===== src/rtl/gpio_bank.sv =====
module gpio_bank #(
  parameter int NPORT = 2,
  parameter int PIN_W = 24,
  parameter int STRIDE_LOG2 = 2,
  localparam int NPIN = NPORT * PIN_W,
  localparam int ADDR_W = STRIDE_LOG2 + 3
) (
  input  logic              clk,
  input  logic              rst_n,
  input  logic              wr_en,
  input  logic              rd_en,
  input  logic [ADDR_W-1:0] addr,
  input  logic [31:0]       wdata,
  output logic [31:0]       rdata,
  input  logic [NPIN-1:0]   pad_in,
  output logic [NPIN-1:0]   pad_out,
  output logic [NPIN-1:0]   pad_oe,
  input  logic [NPIN-1:0]   alt_out,
  input  logic [NPIN-1:0]   alt_oe
);

  logic [2:0] bank;
  logic [STRIDE_LOG2-1:0] pidx;
  assign bank = addr[ADDR_W-1:STRIDE_LOG2];
  assign pidx = addr[STRIDE_LOG2-1:0];

  logic [NPIN-1:0] dout_f, dir_f, alt_f, od_f, inv_f;
  logic [NPIN-1:0] sync1, sync2;
  logic [PIN_W-1:0] rd_word, rd_q;

  always_ff @(posedge clk or negedge rst_n) begin
    if (!rst_n) begin
      dout_f <= '0;
      dir_f  <= '0;
      alt_f  <= '0;
      od_f   <= '0;
      inv_f  <= '0;
    end else if (wr_en) begin
      for (int p = 0; p < NPORT; p++) begin
        if (pidx == STRIDE_LOG2'(p)) begin
          case (bank)
            3'd0: dout_f[p*PIN_W +: PIN_W] <= wdata[PIN_W-1:0];
            3'd1: dir_f[p*PIN_W +: PIN_W]  <= wdata[PIN_W-1:0];
            3'd2: alt_f[p*PIN_W +: PIN_W]  <= wdata[PIN_W-1:0];
            3'd3: od_f[p*PIN_W +: PIN_W]   <= wdata[PIN_W-1:0];
            3'd4: inv_f[p*PIN_W +: PIN_W]  <= wdata[PIN_W-1:0];
            default: ;
          endcase
        end
      end
    end
  end

  always_ff @(posedge clk or negedge rst_n) begin
    if (!rst_n) begin
      sync1 <= '0;
      sync2 <= '0;
    end else begin
      sync1 <= pad_in;
      sync2 <= sync1;
    end
  end

  always_comb begin
    rd_word = '0;
    for (int p = 0; p < NPORT; p++) begin
      if (pidx == STRIDE_LOG2'(p)) begin
        case (bank)
          3'd0: rd_word = sync2[p*PIN_W +: PIN_W];
          3'd1: rd_word = dir_f[p*PIN_W +: PIN_W];
          3'd2: rd_word = alt_f[p*PIN_W +: PIN_W];
          3'd3: rd_word = od_f[p*PIN_W +: PIN_W];
          3'd4: rd_word = inv_f[p*PIN_W +: PIN_W];
          default: rd_word = '0;
        endcase
      end
    end
  end

  always_ff @(posedge clk or negedge rst_n) begin
    if (!rst_n) rd_q <= '0;
    else if (rd_en) rd_q <= rd_word;
    else rd_q <= '0;
  end

  assign rdata = 32'(rd_q);

  logic [NPIN-1:0] src_v, src_en, fin_v;
  assign src_v   = (alt_f & alt_out) | (~alt_f & dout_f);
  assign src_en  = (alt_f & alt_oe) | (~alt_f & dir_f);
  assign fin_v   = src_v ^ inv_f;
  assign pad_oe  = src_en & ~(od_f & fin_v);
  assign pad_out = src_en & fin_v & ~od_f;

endmodule



===== config.mk =====
export PLATFORM = sky130hd
export DESIGN_NAME = gpio_bank
export DESIGN_NICKNAME = d
export VERILOG_FILES = /design/src/rtl/gpio_bank.sv
export SDC_FILE = /design/constraint.sdc
export NUM_CORES = 1
export LEC_CHECK = 0
export ABC_CLOCK_PERIOD_IN_PS = 2500
export BUFFER_PORTS_ARGS = -buffer_cell sky130_fd_sc_hd__buf_2
export CAP_MARGIN = 20
export CORE_MARGIN = 5
export CORE_UTILIZATION = 50
export DETAILED_ROUTE_END_ITERATION = 6
export PLACE_DENSITY = 0.73
export SYNTH_ARGS = -nofsm -noshare
export SYNTH_HDL_FRONTEND = slang
export SYNTH_SLANG_ARGS = --single-unit

===== constraint.sdc =====
create_clock -name clk -period 2.5 [get_ports clk]
set_clock_uncertainty 0.2 [all_clocks]
set_input_delay 0.625 -clock clk [delete_from_list [all_inputs] [get_ports clk]]
set_output_delay 0.625 -clock clk [all_outputs]
set_load 0.05 [all_outputs]

==> results by group <==
Outcome
  • Status: finished, violations left
  • Failing checks: setup timing

Synthesis
  • #FFs+latches synth: 360
  • Synthesized area: between 0.015 and 0.02 mm2
  • Netlist cell types: 50
  • Gate Count Post-Synth: 1,225
  • Total of warnings raised by yosys: 0
  • Top_reg_cell synth: dfrtp_1
  • Async S/R FF share, synth: 100.0%
  • Mean post-synth cell area: roughly 13 um2
  • Sequential area share after synthesis: between 50 and 60%
  • EDFF count, synth: 0

Finish
  • Final #Nets: around 1,800
  • Share of layout cells above drive strength 1: between 50 and 60%
  • Area grow syn2layout: 31.47%
  • Area occupied by multi-input gates: approximately 0.0073 mm2
  • Fillcell total: between 2,000 and 2,500
  • Non-filler cells, final: between 2,000 and 2,500
  • Reg area: 0.009016 mm2

Global routing
  • All-Layer GR Usage: 25.66%
  • Largest net degree at the start of global routing: about 50
  • Global-route wire length before repair: approximately 70,000 um
  • Vias in the first global route: about 12,000
  • Total gr overflow: 0
  • Initial antenna violation count: 6

Setup path
  • Setup crit start kind: flop
  • Crit path DAT: 1.82 ns
  • Crit path launch: alt_f[41]
  • RR Startpoint: alt_f[47]
  • Reg2reg setup slack: about 0.77 ns
  • CP Max Fanout: 2
  • Setup crit end: pad_oe[41]
  • Worst path cell trace: mux2i_1 -> xor2_1 -> nor2b_1 -> nor2_1 -> buf_6
  • R2R cell count: 5
  • Reg-to-Reg End: rd_q[23]
  • Crit Path Class: reg2out
  • Worst path max stage delay: around 0.37 ns
  • Crit. End Element: output pin
  • Data required, critical path: between 1.5 and 2 ns
  • Slowest CP cell: dfrtp_1

Worst hold path
  • Hold Crit Class: in2reg
  • Hold_sp: pad_in[21]

Clock tree
  • Worst skew pair latency: between 0.5 and 0.6 ns
  • CTS clk-pin slew, worst paths: 0.06 ns
  • CTS tree: done
  • Clk buf depth: 3
  • Num CTS Buffers: 39
  • H-Tree Depth: 2
  • Clk sinks: 360
  • Root buf cell: clkbuf_16

Detailed routing
  • Routed WL per cell: around 23 um
  • Via count: between 10,000 and 15,000
  • Remaining antenna violation count: 0
  • First drt pass iteration count: 5
  • Total Wirelength: approximately 48,000 um
  • Remaining DRCs: 0
  • DRT iter0 DRCs: around 660
  • Vias/cell: ~5.6

Floorplanning
  • Die span in x: between 150 and 200 um
  • Core Footprint: about 0.032 mm2
  • Starting Density: about half
  • I/O Pins: 313
  • Die ar.: around 0.037 mm2
  • Die Y: 191.2 um
  • Row count: 66

STA
  • Worst hold-check slack: about 0.014 ns
  • Fin. Hold Viols: 0
  • Worst slew pin tran: roughly 1.0 ns
  • Final setup vio count: 64
  • Max-slew violations: 0
  • RSZ-0062 raised after global routing: yes
  • Final worst setup slack: -0.1494 ns
  • Post-layout minimum cycle time: 2.649 ns
  • Normalized max-slew margin: a little over 30%
  • Tcrit/Tclk final: 106.0%
  • Max Clk Rate: 377.4 MHz

Placed design
  • Placed cells: approximately 1,900
  • Placer congestion estimate: between 0.8 and 0.9
  • HPWL Detailed: about 32,000 um
  • Port buffer count: between 200 and 300

Power and ir drop
  • Worst IR drop on VDD: 607.7 uV
  • PwrDens: between 800 and 900 mW/mm2
  • Leakage power: ~10 nW

Job
  • Max_cap viols: 0
==> state kept, by name, indices dropped and copies added (netlist names) <==
register / count
sync2: 48
od_f: 48
rd_q: 24
inv_f: 48
alt_f: 48
sync1: 48
dir_f: 48
dout_f: 48
==> area by class of cell <==
class	instances	area share [%]
Sequential cell	360	41.76
Multi-Input combinational cell	777	33.79
Timing Repair Buffer	431	15.72
Clock buffer	62	5.720
Tap cell	442	2.562
Clock inverter	7	0.3941
Inverter	2	0.03477
Antenna cell	2	0.02318
==> worst max-delay path, delay by kind of cell (launching register included) <==
| family | cells | cell delay, ns |
|---|---|---|
| xor gates and xnor gates | 1 | 0.25 |
| muxes | 1 | 0.22 |
| buffers and inverters | 1 | 0.19 |
| and+or+nand+nor | 2 | 0.27 |
| DFF | 1 | 0.37 |
==> where the power goes <==
| group | switching (mW) | leakage (nW) | internal, mW |
|---|---|---|---|
| Clock | 2.28 | 0.656 | 3.58 |
| Combinational | 3.42 | 4.87 | 2.64 |
| Sequential | 0.756 | 4.51 | 6.68 |
==> cells in the final DEF (no fill, tap or decap), types with 3 or more instances in the layout <==
| master | Yosys | layout |
|---|---|---|
| buf_12 | 0 | 22 |
| dlygate4sd3_1 | 0 | 9 |
| nor2_2 | 1 | 13 |
| clkinv_2 | 0 | 5 |
| nor2b_1 | 51 | 50 |
| buf_4 | 19 | 109 |
| buf_6 | 22 | 92 |
| a221oi_1 | 29 | 29 |
| xor2_1 | 47 | 47 |
| nor3_2 | 1 | 35 |
| nand2_1 | 5 | 5 |
| a21oi_1 | 4 | 4 |
| o21ai_0 | 31 | 31 |
| buf_2 | 10 | 197 |
| conb_1 | 1 | 8 |
| dfrtp_2 | 0 | 6 |
| dfrtp_1 | 360 | 354 |
| nor3_4 | 1 | 14 |
| nor2_1 | 50 | 38 |
| nand2_2 | 3 | 3 |
| clkbuf_16 | 0 | 41 |
| mux2i_2 | 0 | 5 |
| and3_2 | 0 | 3 |
| mux2i_1 | 150 | 138 |
| a32oi_1 | 4 | 4 |
| mux2_1 | 8 | 8 |
| a31oi_1 | 3 | 3 |
| clkbuf_1 | 14 | 8 |
| clkbuf_8 | 0 | 13 |
| o2bb2ai_1 | 40 | 40 |
| mux2i_4 | 0 | 7 |
| mux2_2 | 238 | 238 |
| o22ai_1 | 20 | 20 |
==> layer usage <==
layer	GRT usage (%)	vias to the layer above	wire length, um
li1	-	5197	-
met5	0	-	53
met4	6.768	8	1105
met1	35.86	6016	20270
met2	41.57	419	23210
met3	4.894	93	3131
==> cell usage after synthesis (8+ instances only) <==
| cell type | instances | share of area [%] |
|---|---|---|
| a221oi_1 | 29 | 1.5 |
| buf_1 | 26 | 0.59 |
| buf_2 | 10 | 0.30 |
| buf_4 | 19 | 0.87 |
| buf_6 | 22 | 1.5 |
| clkbuf_1 | 14 | 0.32 |
| dfrtp_1 | 360 | 55 |
| mux2_1 | 8 | 0.55 |
| mux2_2 | 238 | 16 |
| mux2i_1 | 150 | 9.1 |
| nor2_1 | 50 | 1.1 |
| nor2b_1 | 51 | 1.9 |
| nor3_1 | 47 | 1.4 |
| o21ai_0 | 31 | 0.94 |
| o22ai_1 | 20 | 0.76 |
| o2bb2ai_1 | 40 | 2.1 |
| xor2_1 | 47 | 2.5 |
==> per-stage QoR <==
stage / total power [mW] / worst slack, ns / util (%) / TNS, ns / cell area [um2]
4_1_cts: 18.94 / -0.1627 / 64.94 / -4.149 / 21080
3_5_place_dp: 12.41 / -0.02288 / 58.27 / -0.03474 / 18910
6_report: 19.36 / -0.1494 / 66.52 / -3.199 / 21590
2_1_floorplan: 11.05 / -0.02687 / - / -1.263 / 16690
3_3_place_gp: 12.27 / 0.001314 / 58.27 / 0 / 18910
5_1_grt: 20.18 / -0.2386 / 66.52 / -10.51 / 21590
==> timing repair <==
item | 4_1_cts | 5_1_grt
endpoints found under the setup margin | 94 | 96
hold buffers | 6 | 3
gates resized for setup | 151 | 95
pin swaps | 51 | 66
hold endpoints to repair | 42 | 3
buffers inserted | 46 | 23
==> how the worst min path moves through the flow <==
stage / endpoint / slack, ns / depth (start not counted)
3_5_place_dp: sync2[21] / 0.13 / 0
4_1_cts: sync1[0] / 0.0005 / 1
6_report: sync1[21] / 0.01 / 1
3_3_place_gp: sync2[10] / 0.13 / 0
5_1_grt: sync1[21] / 0.0006 / 1
2_1_floorplan: alt_f[0] / 0.13 / 0
==> logic make-up (layout without fill, tap and decap cells) <==
| kind of cell | count (synthesis) | in the layout | synth area share [%] |
|---|---|---|---|
| buffers and inverters | 95 | 502 | 3.825 |
| AOI/OAI and AO/OA | 139 | 139 | 6.225 |
| other | 1 | 10 | 0.02284 |
| muxes | 397 | 397 | 26.15 |
| DFF | 360 | 360 | 54.86 |
| xor gates and xnor gates | 48 | 48 | 2.560 |
| and+or+nand+nor | 185 | 185 | 6.362 |
Note: power is estimated with default switching activity, not from simulation.
